`src/rtl/res_fifo_pkg.sv`:
```
package res_fifo_pkg;
  localparam int CW = 4;
  typedef logic [CW-1:0] cnt_t;

  function automatic cnt_t ptr_adv(cnt_t p, int depth);
    return (p == cnt_t'(depth - 1)) ? '0 : cnt_t'(p + 1'b1);
  endfunction

  function automatic cnt_t cnt_step(cnt_t c, logic up, logic dn);
    case ({up, dn})
      2'b10:   return cnt_t'(c + 1'b1);
      2'b01:   return cnt_t'(c - 1'b1);
      default: return c;
    endcase
  endfunction

  function automatic logic [31:0] stat_word(cnt_t ptr, cnt_t cnt, logic drn, logic ovf);
    return {16'h0000, ptr, cnt, 6'b000000, drn, ovf};
  endfunction
endpackage

```
`src/rtl/res_fifo_store.sv`:
```
module res_fifo_store
  import res_fifo_pkg::*;
#(
  parameter int DEPTH = 4,
  parameter int DW    = 16
) (
  input  logic          clk,
  input  logic          rst_n,
  input  logic          push_i,
  input  logic          pop_i,
  input  logic [DW-1:0] wdata_i,
  output logic [DW-1:0] rdata_o,
  output cnt_t          cnt_o,
  output cnt_t          rd_ptr_o,
  output logic          full_o,
  output logic          empty_o
);
  cnt_t wr_ptr_q, rd_ptr_q, cnt_q;
  logic [DW-1:0] slot_q [DEPTH];

  for (genvar gi = 0; gi < DEPTH; gi++) begin : g_slot
    always_ff @(posedge clk) begin
      if (push_i && wr_ptr_q == cnt_t'(gi)) slot_q[gi] <= wdata_i;
    end
  end

  always_ff @(posedge clk or negedge rst_n) begin
    if (!rst_n) begin
      wr_ptr_q <= '0;
      rd_ptr_q <= '0;
      cnt_q    <= '0;
    end else begin
      if (push_i) wr_ptr_q <= ptr_adv(wr_ptr_q, DEPTH);
      if (pop_i)  rd_ptr_q <= ptr_adv(rd_ptr_q, DEPTH);
      cnt_q <= cnt_step(cnt_q, push_i, pop_i);
    end
  end

  always_comb begin
    rdata_o = '0;
    for (int i = 0; i < DEPTH; i++) begin
      if (!empty_o && rd_ptr_q == cnt_t'(i)) rdata_o = slot_q[i];
    end
  end

  assign cnt_o    = cnt_q;
  assign rd_ptr_o = rd_ptr_q;
  assign full_o   = (cnt_q == cnt_t'(DEPTH));
  assign empty_o  = (cnt_q == '0);
endmodule

```
`src/rtl/res_fifo_flags.sv`:
```
module res_fifo_flags (
  input  logic clk,
  input  logic rst_n,
  input  logic store_acc_i,
  input  logic ovf_evt_i,
  input  logic goes_empty_i,
  input  logic sw_clr_ovf_i,
  input  logic sw_clr_drn_i,
  input  logic dma_sel_i,
  input  logic ovf_ie_i,
  input  logic drn_ie_i,
  output logic ovf_flag_o,
  output logic drn_flag_o,
  output logic ovf_irq_o,
  output logic drn_irq_o,
  output logic drn_dma_o
);
  logic ovf_q, drn_q;

  always_ff @(posedge clk or negedge rst_n) begin
    if (!rst_n) begin
      ovf_q <= 1'b0;
      drn_q <= 1'b0;
    end else begin
      if (ovf_evt_i)         ovf_q <= 1'b1;
      else if (sw_clr_ovf_i) ovf_q <= 1'b0;

      if (store_acc_i)                    drn_q <= 1'b1;
      else if (!dma_sel_i && sw_clr_drn_i) drn_q <= 1'b0;
      else if (dma_sel_i && goes_empty_i)  drn_q <= 1'b0;
    end
  end

  assign ovf_flag_o = ovf_q;
  assign drn_flag_o = drn_q;
  assign ovf_irq_o  = ovf_q & ovf_ie_i;
  assign drn_irq_o  = drn_q & drn_ie_i & ~dma_sel_i;
  assign drn_dma_o  = drn_q & drn_ie_i & dma_sel_i;
endmodule

```
`src/rtl/res_fifo_top.sv`:
```
module res_fifo_top
  import res_fifo_pkg::*;
#(
  parameter int DEPTH = 4,
  parameter int DW    = 16
) (
  input  logic          clk,
  input  logic          rst_n,
  input  logic          res_wr_i,
  input  logic [DW-1:0] res_data_i,
  input  logic          reg_en_i,
  input  logic          reg_we_i,
  input  logic          reg_addr_i,
  input  logic [3:0]    reg_be_i,
  input  logic [31:0]   reg_wdata_i,
  output logic [31:0]   reg_rdata_o,
  input  logic          cfg_ovf_ie_i,
  input  logic          cfg_drn_ie_i,
  input  logic          cfg_drn_dma_i,
  input  logic          cfg_unf_ie_i,
  input  logic          cfg_tor_ie_i,
  input  logic          ext_unf_i,
  input  logic          ext_tor_i,
  output logic          ovf_irq_o,
  output logic          drn_irq_o,
  output logic          drn_dma_o,
  output logic          comb_irq_o
);
  logic          store_req, store_acc, ovf_evt;
  logic          pop_req, pop_acc;
  logic          stat_wr, sw_clr_ovf, sw_clr_drn;
  logic          full, empty, goes_empty;
  logic          ovf_flag, drn_flag;
  cnt_t          cnt, rd_ptr, cnt_nxt;
  logic [DW-1:0] head_data;
  logic          unused_wbits;

  assign store_req  = res_wr_i;
  assign store_acc  = store_req & ~full;
  assign ovf_evt    = store_req & full;
  assign pop_req    = reg_en_i & ~reg_we_i & reg_addr_i & (|reg_be_i);
  assign pop_acc    = pop_req & ~empty;
  assign stat_wr    = reg_en_i & reg_we_i & ~reg_addr_i & reg_be_i[0];
  assign sw_clr_ovf = stat_wr & reg_wdata_i[0];
  assign sw_clr_drn = stat_wr & reg_wdata_i[1];
  assign cnt_nxt    = cnt_step(cnt, store_acc, pop_acc);
  assign goes_empty = (cnt_nxt == '0);
  assign unused_wbits = ^{reg_wdata_i[31:2], reg_be_i[3:1]};

  res_fifo_store #(.DEPTH(DEPTH), .DW(DW)) store_i (
    .clk      (clk),
    .rst_n    (rst_n),
    .push_i   (store_acc),
    .pop_i    (pop_acc),
    .wdata_i  (res_data_i),
    .rdata_o  (head_data),
    .cnt_o    (cnt),
    .rd_ptr_o (rd_ptr),
    .full_o   (full),
    .empty_o  (empty)
  );

  res_fifo_flags flags_i (
    .clk          (clk),
    .rst_n        (rst_n),
    .store_acc_i  (store_acc),
    .ovf_evt_i    (ovf_evt),
    .goes_empty_i (goes_empty),
    .sw_clr_ovf_i (sw_clr_ovf),
    .sw_clr_drn_i (sw_clr_drn),
    .dma_sel_i    (cfg_drn_dma_i),
    .ovf_ie_i     (cfg_ovf_ie_i),
    .drn_ie_i     (cfg_drn_ie_i),
    .ovf_flag_o   (ovf_flag),
    .drn_flag_o   (drn_flag),
    .ovf_irq_o    (ovf_irq_o),
    .drn_irq_o    (drn_irq_o),
    .drn_dma_o    (drn_dma_o)
  );

  always_comb begin
    reg_rdata_o = '0;
    if (reg_en_i && !reg_we_i) begin
      if (reg_addr_i) reg_rdata_o = 32'(head_data);
      else            reg_rdata_o = stat_word(rd_ptr, cnt, drn_flag, ovf_flag);
    end
  end

  assign comb_irq_o = ovf_irq_o | (ext_unf_i & cfg_unf_ie_i) | (ext_tor_i & cfg_tor_ie_i);
endmodule

```
`config.mk`:
```
export PLATFORM = sky130hd
export DESIGN_NAME = res_fifo_top
export DESIGN_NICKNAME = d
export VERILOG_FILES = /design/src/rtl/res_fifo_pkg.sv /design/src/rtl/res_fifo_store.sv /design/src/rtl/res_fifo_flags.sv /design/src/rtl/res_fifo_top.sv
export SDC_FILE = /design/constraint.sdc
export NUM_CORES = 1
export LEC_CHECK = 0
export BUFFER_PORTS_ARGS = -buffer_cell sky130_fd_sc_hd__buf_2
export CAP_MARGIN = 20
export CORE_ASPECT_RATIO = 0.6
export CORE_MARGIN = 3
export CORE_UTILIZATION = 48
export DETAILED_ROUTE_END_ITERATION = 10
export MAX_ROUTING_LAYER = met4
export PLACE_DENSITY = 0.84
export SETUP_SLACK_MARGIN = 0.5
export SYNTH_ARGS = -nofsm -noshare
export SYNTH_HDL_FRONTEND = slang
export SYNTH_SLANG_ARGS = --single-unit
export TNS_END_PERCENT = 50
```
`constraint.sdc`:
```
create_clock -name clk -period 4.87 [get_ports clk]
set_input_delay 0.2435 -clock clk [delete_from_list [all_inputs] [get_ports clk]]
set_output_delay 0.2435 -clock clk [all_outputs]
set_load 0.05 [all_outputs]
```
==> results of run 1 <==
[cell families (layout without fill, tap and decap cells)]
family                   count (synthesis)  after routing  synth area share
AO/OA/AOI/OAI                           60             60             0.121
XOR/XNOR                                 7              7            0.0168
adder cells (fa/ha/maj)                 10             10            0.0343
buffers and inverters                   46             83            0.0668
flip-flops                              78             78             0.623
multiplexers                             2              2           0.00617
other                                    1             16           0.00103
AND/OR/NAND/NOR                         91             91             0.131
[flip-flops by register name (all words and copies together), names as in the netlist]
register	count
store_i.rd_ptr_o	4
store_i.slot_q	64
store_i.cnt_o	4
store_i.wr_ptr_q	4
flags_i.ovf_flag_o	1
flags_i.drn_flag_o	1
[critical path, cell delays in order (launching register included)]
cell and delay (ps):
dfrtp_1 430, inv_1 110, ha_1 440, nor2b_1 730
buf_4 290, a221oi_1 90, nor3_1 240, a21oi_1 90
a2bb2oi_1 190, nor2_1 130, buf_2 290
[final cells by class]
type	instances	share of cell area
Sequential cell	78	0.532
Inverter	10	0.00879
Clock buffer	12	0.0577
Timing Repair Buffer	57	0.0709
Clock inverter	4	0.0223
Multi-Input combinational cell	186	0.279
Tap cell	100	0.0293
[cell usage in the layout (no fill, tap or decap), types with 11 or more instances in the layout]
cell / count
edfxtp_1: 64
buf_2: 54
nor2_1: 23
a21oi_1: 21
nor2b_1: 18
a221oi_1: 17
nor3_1: 17
conb_1: 16
dfrtp_1: 14
nand2_1: 11
[power by group through the flow]
stage               combinational [W]  clock, W  sequential (W)
floorplan                    0.000735         0        0.000936
global placement             0.000862         0        0.000975
detailed placement           0.000882         0        0.000987
CTS                          0.000895  0.000772        0.000976
global route                 0.000997  0.000802        0.000990
finish                       0.000906  0.000762        0.000978
[routing by layer]
| metal | part of all wire | up-vias | routed length (µm) | GRT usage |
|---|---|---|---|---|
| met1 | 0.44 | 1206 | 3460 | 0.258 |
| li1 | - | 1157 | - | - |
| met4 | 0.012 | 0 | 99 | 0.0629 |
| met5 | 0 | - | 0 | - |
| met3 | 0.085 | 11 | 678 | 0.0677 |
| met2 | 0.47 | 115 | 3710 | 0.283 |
[final timing paths]
check,slack [ps],from,depth (start not counted),endpoint
setup / recovery,1260,store_i.rd_ptr_o[1]$_DFFE_PN0P_,10,reg_rdata_o[13]
hold / removal,130,res_data_i[1],1,store_i.slot_q[1][1]$_DFFE_PP_
setup reg to reg,1760,store_i.cnt_o[0]$_DFF_PN0_,8,flags_i.drn_flag_o$_DFFE_PN0P_
hold reg to reg,500,store_i.wr_ptr_q[3]$_DFFE_PN0P_,1,store_i.wr_ptr_q[3]$_DFFE_PN0P_
max in group asynchronous,4270,rst_n,2,store_i.wr_ptr_q[2]$_DFFE_PN0P_
min in group asynchronous,350,rst_n,2,flags_i.ovf_flag_o$_DFFE_PN0P_
[stage by stage]
step | hold slack, ps | setup WS, ps | total power, W | instances
6_report | 129 | 1260 | 0.00265 | 447
5_1_grt | 124 | 1010 | 0.00279 | 447
4_1_cts | 125 | 1240 | 0.00264 | 446
3_5_place_dp | 163 | 1630 | 0.00187 | 429
3_3_place_gp | 162 | 1670 | 0.00184 | 429
2_1_floorplan | -52.1 | 2140 | 0.00167 | 310
==> impl_metrics.tcl, run 1 <==
set metrics [dict create \
    diodes 0 \
    port_buffers 54 \
    worst_pin_slew_ps 1050 \
    intPower_w 0.00173 \
    die_w_um 119 \
    clk_latency_ps 330 \
    powerDensity_nw_per_um2 620 \
    ys_seq_area_frac 0.623 \
    grtUsageTotal 0.194 \
    synth_edf_count 64 \
    cts_setup_buffers 0 \
    crit_path_max_fanout 17 \
    syn_area_per_cell_um2 12.4 \
    clkPwrFrac 0.288 \
    fin_area_um2 4270 \
    hpwl_mm 5.17 \
    drive_gt1_frac 0.219 \
    grt_pass1_vias 2321 \
    yosysMostFrequentCell "edfxtp_1" \
    ys_ff_latch 78 \
    n_fill_cell 548 \
    io_pins 101 \
    cts_hold_buf 1 \
    endpoint_kind "output pin" \
    first_pass_iters 5 \
    vias 2489 \
    synthArstFlopShare 0.179 \
    cp_data_required_time_ps 4630 \
    synth.area.top_cells "edfxtp_1, dfrtp_1, a221oi_1" \
    startpoint_type "register" \
    cts-buffers-inserted 9 \
    fmax_mhz 277 \
    syn_area_um2 3650 \
    start_util 0.520 \
    h-tree-depth 3 \
    nets 417 \
    area_delta_synth_final_pct 17.0 \
    p_seq_frac 0.370 \
    synthCells 295 \
    yosysTopAreaCell "edfxtp_1" \
    hp-class "primary input to register" \
    setup_viol 0 \
    grt_max_degree 35 \
    drv_slew 0 \
    core_area_um2 7020 \
    drv_cap 0 \
    fin_util 0.608 \
    viasPerCell 5.57 \
    yosys_most_used_dff "edfxtp_1" \
    antenna_found_initial 0 \
    ctsResizeCount 0 \
    fin_crit_ps 3610 \
    cts.sinks 78 \
    drt-total-wl_mm 7.96 \
    yosys_warnings 0 \
    rsz0062_at_grt "no" \
    die_area_um2 8720 \
    skew_ps 5.99 \
    tritoncts "built" \
    die-height_um 73.5 \
    timing.slew.headroom 0.300 \
    hold_viol_final 0 \
    setup_tns_ps 0 \
    swShare 0.348 \
    synth_common_cells "edfxtp_1, nor2_1, a21oi_1, nor2b_1" \
    num_rows 23 \
    multi_input_area_um2 1190 \
    crit_arrival_ps 3370 \
    ant_nets 0 \
    vdd_ir_drop_max_v 0.000299 \
    crit_type "register to output pin" \
    wl_per_cell_um 17.8 \
    clk_pin_slew_ps 60 \
    combPwrFrac 0.342 \
    ctsRootBufferMaster "clkbuf_16" \
    grt.overflow.total 0 \
    post-route-period-util 0.741 \
    remaining_drc_errors 0 \
    grt_first_pass_wirelength_mm 12.3 \
    p_sw_w 0.000920 \
    place.gp.congestion 0.783 \
    status "complete, no violations" \
    final-seq-area_um2 2270 \
    yosysTopAreaCellShare 0.527 \
    clock_path_buffers 2 \
    placed_cell_area_um2 3900 \
    dr.first_iter.drc_count 340 \
    synth.distinct_cells 37 \
    p_leak_nw 1.69 \
]
(Power assumes the default switching activity.)
==> run 2, diff against run 1 <==
Settings changed: ABC_AREA from default to 1.
Clock period 4.87 ns to 3.55 ns, I/O delays scaled along.
==> impl_metrics.tcl, run 2 <==
set metrics [dict create \
    fmax_mhz 354 \
    rsz0062_at_grt "no" \
    nets 479 \
    drt-total-wl_mm 8.01 \
    dr.first_iter.drc_count 258 \
    vias 2692 \
    layout_common_cells "edfxtp_1, nand2_1, buf_2, nand3_1, o21ai_0" \
    hpwl_mm 5.52 \
    grtUsageTotal 0.196 \
    yosysTopAreaCell "edfxtp_1" \
    port_buffers 54 \
    crit_path_max_fanout 17 \
    place_ws_ps 989 \
    hold_viol_final 0 \
    p_leak_nw 1.77 \
    grt_first_pass_wirelength_mm 12.7 \
    ys_seq_area_frac 0.611 \
    ys_ff_latch 78 \
    tritoncts "built" \
    clk_latency_ps 320 \
    synth.area.top_cells "edfxtp_1, dfrtp_1, nand2_1" \
    cp_data_required_time_ps 3370 \
    ctsRootBufferMaster "clkbuf_16" \
    worst_pin_slew_ps 557 \
    largest_register_ffs 64 \
    yosys_warnings 0 \
    hp-class "primary input to register" \
    p_seq_frac 0.415 \
    die_area_um2 8870 \
    powerDensity_nw_per_um2 725 \
    antenna_found_initial 0 \
    post-route-period-util 0.797 \
    cts-buffers-inserted 9 \
    fin_crit_ps 2830 \
    crit_arrival_ps 2650 \
    area_delta_synth_final_pct 16.8 \
    grt_pass1_vias 2565 \
    syn_area_um2 3720 \
    whs_ps 66.1 \
    startpoint_type "register" \
    status "complete, no violations" \
    setup_tns_ps 0 \
    synth.distinct_cells 29 \
    h-tree-depth 3 \
    drv_cap 0 \
    top_register "store_i.slot_q" \
    first_pass_iters 5 \
    vdd_ir_drop_max_v 0.000319 \
    swShare 0.379 \
    synth_edf_count 64 \
    grt_max_degree 24 \
    start_util 0.503 \
    finalWorstSetupSlack_ps 721 \
    drive_gt1_frac 0.225 \
    combPwrFrac 0.324 \
    yosys_most_used_dff "edfxtp_1" \
    drv_slew 0 \
    synthArstFlopShare 0.179 \
    mostFrequentLayoutCell "edfxtp_1" \
    endpoint_kind "output pin" \
    die_w_um 120 \
    clkPwrFrac 0.261 \
    yosysTopAreaCellShare 0.517 \
    cts.sinks 78 \
    syn_area_per_cell_um2 10.8 \
    io_pins 101 \
    synthCells 343 \
    skew_ps 5.37 \
    timing.slew.headroom 0.628 \
    wl_per_cell_um 15.6 \
    clk_pin_slew_ps 60 \
    remaining_drc_errors 0 \
    viasPerCell 5.25 \
    setup_viol 0 \
    crit_type "register to output pin" \
    place.gp.congestion 0.900 \
    core_area_um2 7390 \
    yosysMostFrequentCell "edfxtp_1" \
    num_rows 24 \
    power_w 0.00315 \
    synth_common_cells "edfxtp_1, nand2_1, nand3_1, o21ai_0, inv_1" \
    die-height_um 74.2 \
    clock_path_buffers 2 \
    intPower_w 0.00196 \
    ant_nets 0 \
    diodes 0 \
    grt.overflow.total 0 \
    p_sw_w 0.00119 \
]
-- run 2: changes by cell type after synthesis, moves of 12 or more --
cell,delta
a21oi_1,-13
a221oi_1,-17
inv_1,+12
nand2_1,+49
nand3_1,+42
nor2b_1,-18
nor3_1,-14
o21ai_0,+24
-- run 2: kinds of logic (layout without fill, tap and decap cells) --
| logic type | count (synthesis) | after routing | share of synthesized area |
|---|---|---|---|
| fa+ha+maj | 10 | 10 | 0.0337 |
| buf+inv | 52 | 103 | 0.0714 |
| xor+xnor | 4 | 4 | 0.00942 |
| compound gates | 62 | 62 | 0.0963 |
| other cells | 1 | 16 | 0.00101 |
| flops | 78 | 78 | 0.611 |
| simple gates | 136 | 136 | 0.177 |
-- run 2: what timing repair did --
action | CTS | global route
hold buffers | 1 | 0
hold endpoints to repair | 14 | 0
setup endpoints to repair | 0 | 4
gates resized for setup | 0 | 1
setup buffers | 0 | 0
-- run 2: power groups by stage --
stage / combinational, W / sequential (W) / clock, W
2_1_floorplan: 0.000787 / 0.00129 / 0
3_5_place_dp: 0.00101 / 0.00132 / 0
3_3_place_gp: 0.000967 / 0.00131 / 0
4_1_cts: 0.00102 / 0.00131 / 0.000834
5_1_grt: 0.00114 / 0.00133 / 0.000873
6_report: 0.00102 / 0.00131 / 0.000823
-- run 2: critical path: stages, from the launching register on --
cell      delay (ps)
dfrtp_1          450
nor2_1           270
nand3_2          390
inv_2            400
nand2_1          100
nand3_1          100
o211ai_1         100
a31oi_1          210
buf_2            310
-- run 2: final timing paths --
| check | start | to | slack (ps) | cells after the start |
|---|---|---|---|---|
| hold reg to reg | flags_i.ovf_flag_o$_DFFE_PN0P_ | flags_i.ovf_flag_o$_DFFE_PN0P_ | 540 | 2 |
| setup / recovery | store_i.rd_ptr_o[2]$_DFFE_PN0P_ | reg_rdata_o[8] | 720 | 8 |
| hold / removal | res_data_i[5] | store_i.slot_q[1][5]$_DFFE_PP_ | 70 | 1 |
| max in group asynchronous | rst_n | store_i.rd_ptr_o[2]$_DFFE_PN0P_ | 3010 | 2 |
| setup reg to reg | store_i.cnt_o[0]$_DFF_PN0_ | flags_i.drn_flag_o$_DFFE_PN0P_ | 1030 | 13 |
| min in group asynchronous | rst_n | store_i.wr_ptr_q[0]$_DFFE_PN0P_ | 290 | 2 |
-- run 2: final cells by class --
type / count / area, µm²
Timing Repair Buffer: 61 / 325
Clock buffer: 9 / 225
Clock inverter: 7 / 50.0
Sequential cell: 78 / 2270
Multi-Input combinational cell: 228 / 1240
Fill cell: 598 / 3050
Tap cell: 104 / 130
Inverter: 26 / 97.6
-- run 2: metal layers --
layer | GRT usage | vias to the layer above | part of all wire
li1 | - | 1307 | -
met1 | 0.252 | 1269 | 0.44
met2 | 0.308 | 105 | 0.46
met3 | 0.0517 | 11 | 0.080
met4 | 0.0635 | 0 | 0.015
met5 | - | - | 0
-- run 2: per-stage QoR --
step	std cells	area, µm²	utilization
2_1_floorplan	358	3770	-
3_3_place_gp	496	4050	0.548
3_5_place_dp	496	4050	0.548
4_1_cts	513	4340	0.587
5_1_grt	513	4340	0.588
6_report	513	4340	0.588
